File: src/rtl/ddr_boot_pkg.sv
`timescale 1ns/1ps
// Shared types for the DDR start-up sequencer.
// Assumes: the command encoder downstream decodes the 2-bit codes below.
package ddr_boot_pkg;

    typedef enum logic [1:0] {
        CMD_NOP  = 2'd0,
        CMD_PREA = 2'd1,
        CMD_LMR  = 2'd2,
        CMD_AREF = 2'd3
    } ddr_cmd_e;

    typedef enum logic [3:0] {
        ST_PWR,
        ST_CKE,
        ST_PRE1,
        ST_EMR,
        ST_MRR,
        ST_PRE2,
        ST_REF1,
        ST_REF2,
        ST_MRF,
        ST_LOCK,
        ST_DONE
    } boot_step_e;

    // Burst length to mode-register field code
    function automatic logic [2:0] burst_code(input int len);
        case (len)
            2:       return 3'd1;
            4:       return 3'd2;
            default: return 3'd3;
        endcase
    endfunction

endpackage

File: src/rtl/boot_span_timer.sv
`timescale 1ns/1ps
// Down-counter that measures how long the current sequencer step lasts.
// Assumes: load is a single-cycle pulse at each step change; a loaded
// value of N gives expired after N more cycles.
module boot_span_timer #(
    parameter int W         = 8,
    parameter int RESET_VAL = 0
) (
    input  logic         clk,
    input  logic         rst_n,
    input  logic         load,
    input  logic [W-1:0] load_val,
    output logic         expired
);
    logic [W-1:0] cnt_q;

    // Reload on step change, otherwise count down to zero and hold
    always_ff @(posedge clk) begin
        if (!rst_n)
            cnt_q <= W'(RESET_VAL);
        else if (load)
            cnt_q <= load_val;
        else if (cnt_q != '0)
            cnt_q <= cnt_q - 1'b1;
    end

    assign expired = (cnt_q == '0);
endmodule

File: src/rtl/boot_lock_counter.sv
`timescale 1ns/1ps
// Counts cycles elapsed since the DLL reset command and saturates at the
// lock count.
// Assumes: start pulses once, in the cycle the DLL reset load is issued.
module boot_lock_counter #(
    parameter int LOCK_CYC = 200
) (
    input  logic clk,
    input  logic rst_n,
    input  logic start,
    output logic locked
);
    localparam int CW = $clog2(LOCK_CYC + 1);

    logic [CW-1:0] cnt_q;

    // Start at one on the issue cycle, then count until saturated
    always_ff @(posedge clk) begin
        if (!rst_n)
            cnt_q <= '0;
        else if (start)
            cnt_q <= CW'(1);
        else if (cnt_q != '0 && cnt_q != CW'(LOCK_CYC))
            cnt_q <= cnt_q + 1'b1;
    end

    assign locked = (cnt_q == CW'(LOCK_CYC));
endmodule

File: src/rtl/boot_cmd_decode.sv
`timescale 1ns/1ps
// Maps the sequencer step to command, bank and address. A command is
// only issued in the first cycle of its step; other cycles are NOP.
// Assumes: ADDR_W >= 11 so the precharge-all bit exists.
module boot_cmd_decode
    import ddr_boot_pkg::*;
#(
    parameter int ADDR_W    = 13,
    parameter int BURST_LEN = 4,
    parameter int CAS_LAT   = 3
) (
    input  boot_step_e        step,
    input  logic              first,
    output ddr_cmd_e          cmd,
    output logic [1:0]        ba,
    output logic [ADDR_W-1:0] addr
);
    localparam int BIT_AP     = 10;
    localparam int BIT_DLLRST = 8;

    logic [ADDR_W-1:0] mode_word;

    // Operating parameters: burst code, sequential type, CAS latency
    always_comb begin
        mode_word      = '0;
        mode_word[2:0] = burst_code(BURST_LEN);
        mode_word[6:4] = 3'(CAS_LAT);
    end

    // Command selection for the first cycle of each step
    always_comb begin
        cmd  = CMD_NOP;
        ba   = 2'd0;
        addr = '0;
        if (first) begin
            case (step)
                ST_PRE1, ST_PRE2: begin
                    cmd          = CMD_PREA;
                    addr[BIT_AP] = 1'b1;
                end
                ST_EMR: begin
                    cmd = CMD_LMR;
                    ba  = 2'd1;
                end
                ST_MRR: begin
                    cmd              = CMD_LMR;
                    addr             = mode_word;
                    addr[BIT_DLLRST] = 1'b1;
                end
                ST_MRF: begin
                    cmd  = CMD_LMR;
                    addr = mode_word;
                end
                ST_REF1, ST_REF2: cmd = CMD_AREF;
                default: cmd = CMD_NOP;
            endcase
        end
    end
endmodule

File: src/rtl/ddr_boot_seq.sv
`timescale 1ns/1ps
// DDR SDRAM start-up sequencer top. Walks the fixed start-up command
// order, pads each command with NOPs to its minimum spacing, waits for
// DLL lock and then opens the request path.
// Assumes: all spacings >= 1; PWRUP_CYC >= 1; DLL_LOCK_CYC >= 1.
module ddr_boot_seq
    import ddr_boot_pkg::*;
#(
    parameter int ADDR_W       = 13,
    parameter int PWRUP_CYC    = 40000,
    parameter int T_RP         = 3,
    parameter int T_MRD        = 2,
    parameter int T_RFC        = 15,
    parameter int DLL_LOCK_CYC = 200,
    parameter int BURST_LEN    = 4,
    parameter int CAS_LAT      = 3
) (
    input  logic              clk,
    input  logic              rst_n,
    input  logic              req_in,
    output logic              cke,
    output logic [1:0]        cmd_code,
    output logic [1:0]        cmd_ba,
    output logic [ADDR_W-1:0] cmd_addr,
    output logic              init_done,
    output logic              req_grant
);
    localparam int M1   = (T_RP > T_MRD) ? T_RP : T_MRD;
    localparam int M2   = (M1 > T_RFC) ? M1 : T_RFC;
    localparam int MAXL = (M2 > PWRUP_CYC) ? M2 : PWRUP_CYC;
    localparam int TW   = $clog2(MAXL + 1);

    if (!(BURST_LEN == 2 || BURST_LEN == 4 || BURST_LEN == 8)) begin : g_bl_bad
        $error("BURST_LEN must be 2, 4 or 8");
    end

    boot_step_e step_q;
    boot_step_e step_nxt;
    logic       first_q;
    logic       span_done;
    logic       dll_locked;
    logic       advance;
    ddr_cmd_e   cmd_e;
    logic [TW-1:0] span_val;

    // Step length minus one, loaded into the span timer on entry
    function automatic logic [TW-1:0] span_of(input boot_step_e s);
        case (s)
            ST_PWR:                 return TW'(PWRUP_CYC - 1);
            ST_PRE1, ST_PRE2:       return TW'(T_RP - 1);
            ST_EMR, ST_MRR, ST_MRF: return TW'(T_MRD - 1);
            ST_REF1, ST_REF2:       return TW'(T_RFC - 1);
            default:                return '0;
        endcase
    endfunction

    // Decide when the current step ends and which step follows
    always_comb begin
        step_nxt = boot_step_e'(step_q + 4'd1);
        case (step_q)
            ST_LOCK: advance = dll_locked;
            ST_DONE: advance = 1'b0;
            default: advance = span_done;
        endcase
        span_val = span_of(step_nxt);
    end

    // Step register and first-cycle flag
    always_ff @(posedge clk) begin
        if (!rst_n) begin
            step_q  <= ST_PWR;
            first_q <= 1'b1;
        end else if (advance) begin
            step_q  <= step_nxt;
            first_q <= 1'b1;
        end else begin
            first_q <= 1'b0;
        end
    end

    boot_span_timer #(
        .W         (TW),
        .RESET_VAL (PWRUP_CYC - 1)
    ) u_span (
        .clk      (clk),
        .rst_n    (rst_n),
        .load     (advance),
        .load_val (span_val),
        .expired  (span_done)
    );

    boot_lock_counter #(
        .LOCK_CYC (DLL_LOCK_CYC)
    ) u_lock (
        .clk    (clk),
        .rst_n  (rst_n),
        .start  (step_q == ST_MRR && first_q),
        .locked (dll_locked)
    );

    boot_cmd_decode #(
        .ADDR_W    (ADDR_W),
        .BURST_LEN (BURST_LEN),
        .CAS_LAT   (CAS_LAT)
    ) u_dec (
        .step  (step_q),
        .first (first_q),
        .cmd   (cmd_e),
        .ba    (cmd_ba),
        .addr  (cmd_addr)
    );

    assign cmd_code  = cmd_e;
    assign cke       = (step_q != ST_PWR);
    assign init_done = (step_q == ST_DONE);
    assign req_grant = req_in & init_done;
endmodule

File: config.mk
export PLATFORM = sky130hd
export DESIGN_NAME = ddr_boot_seq
export DESIGN_NICKNAME = d
export VERILOG_FILES = /design/src/rtl/ddr_boot_pkg.sv /design/src/rtl/boot_span_timer.sv /design/src/rtl/boot_lock_counter.sv /design/src/rtl/boot_cmd_decode.sv /design/src/rtl/ddr_boot_seq.sv
export SDC_FILE = /design/constraint.sdc
export NUM_CORES = 1
export LEC_CHECK = 0
export BUFFER_PORTS_ARGS = -buffer_cell sky130_fd_sc_hd__buf_2
export CORE_UTILIZATION = 55
export CTS_CLUSTER_SIZE = 12
export DETAILED_ROUTE_END_ITERATION = 7
export PLACE_DENSITY = 0.88
export SLEW_MARGIN = 20
export SYNTH_ARGS = -nofsm -noshare
export SYNTH_HDL_FRONTEND = slang
export SYNTH_SLANG_ARGS = --single-unit
File: constraint.sdc
create_clock -name clk -period 3.4 [get_ports clk]
set_input_delay 0.68 -clock clk [delete_from_list [all_inputs] [get_ports clk]]
set_output_delay 0.68 -clock clk [all_outputs]
set_load 0.05 [all_outputs]
==> results.rst, run 1 <==
.. list-table::
   :header-rows: 1

   * - Metric
     - Value
   * - Result of the run
     - finished clean
   * - GRT Residual Overflow
     - 0
   * - Netlist Area Pre-Place
     - 0.00175 mm2
   * - Clock tree from TritonCTS
     - done
   * - Total setup violations reported at the end of the flow
     - 0
   * - Final hold vios
     - 0
   * - Async SR Flop Fraction
     - 0%
   * - Final wirelength
     - 3270 um
   * - Full die area
     - 0.00341 mm2
   * - Level count of the clock H-tree
     - 2
   * - Gr usage total
     - 21.4%
   * - Resized cells post-CTS
     - 0
   * - Initial core utilization
     - 57.7%
   * - Required time worst endpoint
     - 2.72 ns
   * - Number of diodes added for antenna fixing
     - 0
   * - Top cells by area in the synthesized netlist
     - sky130_fd_sc_hd__dfxtp_1, sky130_fd_sc_hd__xnor2_1, sky130_fd_sc_hd__ha_1
   * - Slew at the pin closest to its max-slew limit
     - 0.534 ns
   * - Final min period
     - 2.44 ns
   * - Setup slack of the worst register-to-register path
     - 1.25 ns
   * - Endpoint type of the worst setup path
     - output port
   * - Detailed-router iteration count before antenna repair
     - 4
   * - Largest net degree at the start of global routing
     - 13
   * - Clock latency on the worst-skew pair
     - 0.33 ns
   * - Worst Reg2Reg Path Length in Cells
     - 7
   * - Placed wire-length estimate after detailed placement
     - 2460 um
   * - Number of distinct library cells after synthesis
     - 43
   * - Pwr Total
     - 0.000679 W
   * - Portion of synthesized cell area occupied by the leading cell type
     - 33.2%
   * - Drt wl/cell
     - 12.0 um
   * - Power density over cell area
     - 362 mW/mm2
   * - # Post-CTS Setup Buffers
     - 0
   * - WP data arrival
     - 1.76 ns
   * - Number of antenna violations at the first check in global routing
     - 0
   * - Fillcell total
     - 269
   * - Post-synth top flop
     - sky130_fd_sc_hd__dfxtp_1
   * - Mean number of vias per cell
     - 5.24
   * - Critical Path Source Type
     - flop
   * - Number of synthesis warnings
     - 0
   * - Die X-Extent
     - 58.4 um
   * - Layout cells sized above 1
     - 12.7%
   * - PortBufs
     - 13
   * - Hold/Removal Path Class
     - reg2reg
   * - RSZ-0062 raised after global routing
     - no
   * - Final Net Count
     - 240
   * - Worst hold slack
     - 0.520 ns
   * - Number of cells produced by synthesis
     - 214
   * - Clock root buffer
     - sky130_fd_sc_hd__clkbuf_4
   * - Total Negative Setup Slacks
     - 0 ns
   * - Setup slack of the critical path after layout
     - 0.958 ns
   * - Max-slew violation count
     - 0
   * - VDD IR max
     - 0.235 mV
   * - Hold bufs inserted after CTS
     - 0
   * - Part of the Yosys area used for sequential elements
     - 33.2%
   * - Hold path endpoint
     - step_q[1]$_SDFFE_PN0P_
   * - Worst r2r dst
     - u_span.cnt_q[5]$_SDFFE_PN1P_
   * - Seq cells post-synth
     - 29
   * - Maximum Capacitance Violations
     - 0
   * - Global-route wire length before repair
     - 5540 um
   * - Clock-pin slew on the worst setup and hold paths
     - 0.09 ns
   * - Number of enable-type register cells in the synthesized netlist
     - 0
   * - Vias in the first global route
     - 1350
   * - Total I/O pin count
     - 23
   * - DRC violations left
     - 0
   * - Type of the worst setup path
     - reg2out
   * - Largest buffer count on any clock path
     - 2
   * - Syn_area_per_cell
     - 8.17 um2
   * - Placement Rows
     - 20
   * - RR Startpoint
     - u_span.cnt_q[0]$_SDFFE_PN1P_
   * - Clock buffers created by TritonCTS
     - 5
   * - Most area-hungry cell type in the Yosys netlist
     - sky130_fd_sc_hd__dfxtp_1
   * - Maximum clock rate
     - 409 MHz
   * - Count of antenna-violating nets left after detailed routing
     - 0
   * - Worst hold path cell count
     - 2
   * - Floorplan core area
     - 0.00303 mm2
   * - LEAKAGE
     - 0.753 nW
   * - First DRT Iteration DRCs
     - 36
   * - Vertical extent of the die
     - 58.4 um
   * - Total number of clock tree sinks
     - 29
   * - Final weighted congestion of routability-driven global placement
     - 0.876
   * - Area grow syn2layout
     - 7.30%
   * - Worst Min Path Start
     - step_q[1]$_SDFFE_PN0P_
   * - Critical path peak fanout
     - 6
   * - Worst slew slack as a fraction of its limit
     - 63.5%
   * - Total via count in the routed design
     - 1431
   * - Setup slack after placement
     - 1.29 ns
   * - Share of the cycle needed by the critical path after routing
     - 71.8%
   * - Worst Clk Skew
     - 0.00817 ns
## layout by cell type, fill, tap and decap left out, drive strengths merged, types with 2 or more instances in the layout
cell type,synthesis,final
nor2,30,30
dfxtp,29,29
nand2,19,19
xnor2,14,14
buf,13,14
inv,12,12
o21ai,11,11
xor2,9,9
nand3,9,9
ha,9,9
conb,1,9
a21oi,8,8
clkbuf,2,7
and3,4,4
nor3,4,4
o211ai,4,4
nand2b,3,3
nor2b,3,3
a211oi,3,3
nor4,3,3
mux2i,2,2
or3,2,2
a31oi,2,2
a2111oi,2,2
nand4,2,2
## stage by stage
stage / cell area [um2] / util [%] / cells
final: 1880 / 61.9 / 273
after global routing: 1880 / 61.9 / 273
after CTS: 1880 / 61.9 / 273
after detailed placement: 1810 / 59.6 / 265
after global placement: 1810 / 59.6 / 265
after floorplan: 1780 / - / 222
## kinds of logic after synthesis
family	after synthesis	synth area share (%)
fa+ha+maj	9	6.44
flops	29	33.2
xor+xnor	23	11.5
simple gates	84	24.4
buf+inv	27	8.30
mux	3	1.79
compound gates	38	14.1
other cells	1	0.215
## state kept, by name, summed over array words and instances (netlist names)
register      cells
u_lock.cnt_q      8
first_q           1
u_span.cnt_q     16
step_q            4
## worst max-delay path by stage
stage | startpoint | slack, ns | end
finish | step_q[0]$_SDFFE_PN0P_ | 0.96 | cmd_code[1]
global route | step_q[0]$_SDFFE_PN0P_ | 0.78 | cmd_code[1]
CTS | step_q[0]$_SDFFE_PN0P_ | 0.97 | cmd_code[1]
detailed placement | u_span.cnt_q[0]$_SDFFE_PN1P_ | 1.29 | u_span.cnt_q[4]$_SDFFE_PN1P_
global placement | step_q[0]$_SDFFE_PN0P_ | 1.35 | cmd_code[1]
floorplan | step_q[0]$_SDFFE_PN0P_ | 0.80 | cmd_addr[4]
## final cells by class
class,instances,area [um2],area share (%)
multi-input combinational,166,1050,56.1
sequential,29,581,31.0
timing repair buffer,14,72.6,3.87
clock buffer,7,65.1,3.47
tap,44,55.1,2.94
inverter,12,45.0,2.40
clock inverter,1,5.00,0.267
## critical path, cell delays in order (launching register included)
cell and delay (ns):
sky130_fd_sc_hd__dfxtp_1 0.38, sky130_fd_sc_hd__inv_1 0.14, sky130_fd_sc_hd__ha_1 0.26, sky130_fd_sc_hd__inv_1 0.05, sky130_fd_sc_hd__o21ai_0 0.14, sky130_fd_sc_hd__nand2_1 0.07
sky130_fd_sc_hd__a21oi_1 0.11, sky130_fd_sc_hd__buf_2 0.27
## Yosys cell counts, types with 2 or more instances
master,instances
sky130_fd_sc_hd__nor2_1,30
sky130_fd_sc_hd__dfxtp_1,29
sky130_fd_sc_hd__nand2_1,19
sky130_fd_sc_hd__xnor2_1,14
sky130_fd_sc_hd__inv_1,12
sky130_fd_sc_hd__buf_4,11
sky130_fd_sc_hd__o21ai_0,10
sky130_fd_sc_hd__ha_1,9
sky130_fd_sc_hd__nand3_1,9
sky130_fd_sc_hd__xor2_1,9
sky130_fd_sc_hd__a21oi_1,8
sky130_fd_sc_hd__and3_1,4
sky130_fd_sc_hd__nor3_1,4
sky130_fd_sc_hd__o211ai_1,4
sky130_fd_sc_hd__a211oi_1,3
sky130_fd_sc_hd__nand2b_1,3
sky130_fd_sc_hd__nor2b_1,3
sky130_fd_sc_hd__a2111oi_0,2
sky130_fd_sc_hd__a31oi_1,2
sky130_fd_sc_hd__buf_2,2
sky130_fd_sc_hd__clkbuf_1,2
sky130_fd_sc_hd__mux2i_1,2
sky130_fd_sc_hd__nand4_1,2
sky130_fd_sc_hd__or3_1,2
## layer usage
metal  vias up  track usage, %  share of wire, %  wire length [um]
li1        742               -                 -                 -
met1       657            24.0                48              1570
met2        27            38.4                48              1560
met3         5            5.05               3.1               100
met4         0            9.52               1.3                42
met5         -               0                 0                 0
## where the power goes
group | switching, W | internal (W) | leakage (nW)
registers | 0.00000895 | 0.000348 | 0.235
logic | 0.0000541 | 0.0000258 | 0.476
clock network | 0.000123 | 0.000120 | 0.0413
Note: power is estimated with default switching activity, not from simulation.
==> run 2, diff against run 1 <==
--- a/config.mk
+++ b/config.mk
@@ -6,10 +6,10 @@
 export NUM_CORES = 1
 export LEC_CHECK = 0
 export BUFFER_PORTS_ARGS = -buffer_cell sky130_fd_sc_hd__buf_2
-export CORE_UTILIZATION = 55
+export CORE_UTILIZATION = 51
 export CTS_CLUSTER_SIZE = 12
 export DETAILED_ROUTE_END_ITERATION = 7
-export PLACE_DENSITY = 0.88
+export PLACE_DENSITY = 0.86
 export SLEW_MARGIN = 20
 export SYNTH_ARGS = -nofsm -noshare
 export SYNTH_HDL_FRONTEND = slang
==> constraint.sdc (replaced) <==
create_clock -name clk -period 2.1 [get_ports clk]
set_input_delay 0.42 -clock clk [delete_from_list [all_inputs] [get_ports clk]]
set_output_delay 0.42 -clock clk [all_outputs]
set_load 0.05 [all_outputs]
==> run 2 against run 1 <==
  * Register-to-register slack lost 1.1 ns
  * Core utilization is essentially flat
  * Cell area grew 4.1%
  * Setup slack got worse by 0.88 ns
  * Sequential cell count did not move
  * First-iteration DRC count decreased by 17%
  * Critical path type unchanged
  * Highest routed layer unchanged
==> results.rst, run 2 (synthesis gave the netlist of run 1 again) <==
.. list-table::
   :header-rows: 1

   * - Metric
     - Value
   * - Result of the run
     - finished clean
   * - Drt wl/cell
     - 12.1 um (+1.1%)
   * - Largest register by flop count
     - u_span.cnt_q
   * - LEAKAGE
     - 0.775 nW (+3.0%)
   * - Largest registers
     - u_span.cnt_q x16, u_lock.cnt_q x8, step_q x4
   * - Mean number of vias per cell
     - 5.32 (+1.6%)
   * - Slew at the pin closest to its max-slew limit
     - 0.508 ns (-0.0257 ns)
   * - Largest buffer count on any clock path
     - 2 (unchanged)
   * - Most used cells in the layout excluding fill and tap cells
     - sky130_fd_sc_hd__nor2_1, sky130_fd_sc_hd__dfxtp_1, sky130_fd_sc_hd__nand2_1, sky130_fd_sc_hd__xnor2_1, sky130_fd_sc_hd__buf_2
   * - Highest-delay cell along the critical path
     - sky130_fd_sc_hd__dfxtp_2
   * - Total routed wire length on the met1 layer
     - 1600 um (+1.7%)
   * - Power density over cell area
     - 534 mW/mm2 (+47%)
   * - Critical path peak fanout
     - 6 (unchanged)
   * - Detailed-router iteration count before antenna repair
     - 4 (unchanged)
   * - Final wirelength
     - 3370 um (+3.0%)
   * - Total setup violations reported at the end of the flow
     - 0 (unchanged)
   * - Routed length on met2
     - 1590 um (+1.9%)
   * - Largest net degree at the start of global routing
     - 12 (-1)
   * - Total number of clock tree sinks
     - 29 (unchanged)
   * - Type of the worst setup path
     - reg2out
   * - Most common cell after layout, fill and taps aside
     - sky130_fd_sc_hd__nor2_1
   * - Count of antenna-violating nets left after detailed routing
     - 0 (unchanged)
   * - Ordered list of cells on the worst path
     - inv_2, ha_2, buf_4, o22ai_1, a21oi_1, buf_4
   * - Cell type with the highest occurrence count on the critical path
     - sky130_fd_sc_hd__buf_4
   * - Gr usage total
     - 22.1% (+0.71 points)
   * - Vias in the first global route
     - 1412 (+4.6%)
   * - Flip-flop count of the largest register after layout
     - 16 (unchanged)
   * - Final hold vios
     - 0 (unchanged)
   * - Final Net Count
     - 245 (+2.1%)
   * - Level count of the clock H-tree
     - 2 (unchanged)
   * - Endpoint type of the worst setup path
     - output port
   * - Share of the cycle needed by the critical path after routing
     - 96.1%
   * - Sequential cell area
     - 589 um2 (+1.5%)
   * - Full die area
     - 0.00367 mm2 (+7.6%)
   * - Fillcell total
     - 283 (+5.2%)
   * - Global-route wire length before repair
     - 5980 um (+7.9%)
   * - Clock tree from TritonCTS
     - done
   * - WP data arrival
     - 1.60 ns (-0.16 ns)
   * - Total via count in the routed design
     - 1480 (+3.4%)
   * - Setup slack of the worst register-to-register path
     - 0.17 ns (-1.08 ns)
   * - Final weighted congestion of routability-driven global placement
     - 0.863 (-1.6%)
   * - Routed length on met3
     - 117 um (+17%)
   * - Worst slew slack as a fraction of its limit
     - 65.3% (+1.8 points)
   * - DRC violations left
     - 0 (unchanged)
   * - Setup slack after placement
     - 0.0351 ns (-1.25 ns)
   * - Clock-pin slew on the worst setup and hold paths
     - 0.09 ns (about the same)
   * - Clock root buffer
     - sky130_fd_sc_hd__clkbuf_4
   * - Area used by multi-input combinational logic
     - 0.00110 mm2 (+4.3%)
   * - Final min period
     - 2.02 ns
   * - Die X-Extent
     - 60.5 um (+3.7%)
   * - Number of antenna violations at the first check in global routing
     - 0 (unchanged)
   * - Clock latency on the worst-skew pair
     - 0.33 ns (about the same)
   * - VDD IR max
     - 0.356 mV (+51%)
   * - Maximum Capacitance Violations
     - 0 (unchanged)
   * - Total I/O pin count
     - 23 (unchanged)
   * - Required time worst endpoint
     - 1.68 ns (-1.04 ns)
   * - Floorplan core area
     - 0.00315 mm2 (+4.1%)
   * - Worst Clk Skew
     - 0.00582 ns (-0.00235 ns)
   * - Highest metal layer with signal wires
     - met4
   * - Largest incremental delay on the critical path
     - 0.37 ns (about the same)
   * - Clock buffers created by TritonCTS
     - 5 (unchanged)
   * - Setup slack of the critical path after layout
     - 0.0812 ns (-0.877 ns)
   * - Area grow syn2layout
     - 11.7%
   * - Total Negative Setup Slacks
     - 0 ns (unchanged)
   * - Max-slew violation count
     - 0 (unchanged)
   * - Placement Rows
     - 20 (unchanged)
   * - First DRT Iteration DRCs
     - 30 (-17%)
   * - PortBufs
     - 13 (unchanged)
   * - Critical Path Source Type
     - flop
   * - GRT Residual Overflow
     - 0 (unchanged)
   * - Hold/Removal Path Class
     - in2reg
   * - Number of diodes added for antenna fixing
     - 0 (unchanged)
   * - Vertical extent of the die
     - 60.5 um (+3.7%)
   * - RSZ-0062 raised after global routing
     - no
   * - Placed wire-length estimate after detailed placement
     - 2570 um (+4.4%)
   * - Maximum clock rate
     - 495 MHz
   * - Layout cells sized above 1
     - 20.1% (+7.4 points)
   * - Initial core utilization
     - 55.4% (-2.3 points)
-- run 2: through the flow --
step	utilization (%)	total power, W	std cells	hold slack, ns	area (um2)
after global routing	61.9	0.00110	278	0.345	1950
after global placement	58.6	0.000719	270	0.502	1850
after detailed placement	58.6	0.000723	270	0.509	1850
after CTS	60.4	0.00104	278	0.326	1900
after floorplan	-	0.000712	222	0.477	1780
final	61.9	0.00104	278	0.342	1950
-- run 2: what timing repair did --
item	in CTS	in global routing
hold buffers	0	0
pin swaps	0	2
gates resized for setup	3	15
setup buffers	0	0
setup endpoints to repair	2	26
-- run 2: layer usage --
layer	vias up	track usage (%)
met2	24	35.9
met5	-	0
met4	0	10.4
li1	754	-
met3	9	5.97
met1	693	27.2
-- run 2: worst paths after layout --
check,to,startpoint,cells after the start
setup reg to reg,u_span.cnt_q[0]$_SDFFE_PN1P_,u_lock.cnt_q[0]$_SDFFE_PN0P_,7
hold / removal,u_span.cnt_q[0]$_SDFFE_PN1P_,rst_n,2
setup / recovery,cmd_code[1],step_q[0]$_SDFFE_PN0P_,6
hold reg to reg,step_q[1]$_SDFFE_PN0P_,step_q[1]$_SDFFE_PN0P_,2
-- run 2: area by class of cell --
type / count / share of cell area (%)
clock buffer: 6 / 2.11
clock inverter: 2 / 0.512
sequential: 29 / 30.2
multi-input combinational: 166 / 56.2
tap: 44 / 2.82
inverter: 12 / 2.31
timing repair buffer: 19 / 5.89
-- run 2: power breakdown --
part | switching, W | internal [W]
Sequential | 0.0000151 | 0.000566
Clock | 0.000199 | 0.000127
Combinational | 0.0000902 | 0.0000449
-- run 2: critical path: cells and delay by family (launching register included) --
| kind | cells | cell delay (ns) |
|---|---|---|
| AOI/OAI and AO/OA | 2 | 0.24 |
| adders and majority gates | 1 | 0.20 |
| DFF | 1 | 0.37 |
| buffers and inverters | 3 | 0.47 |
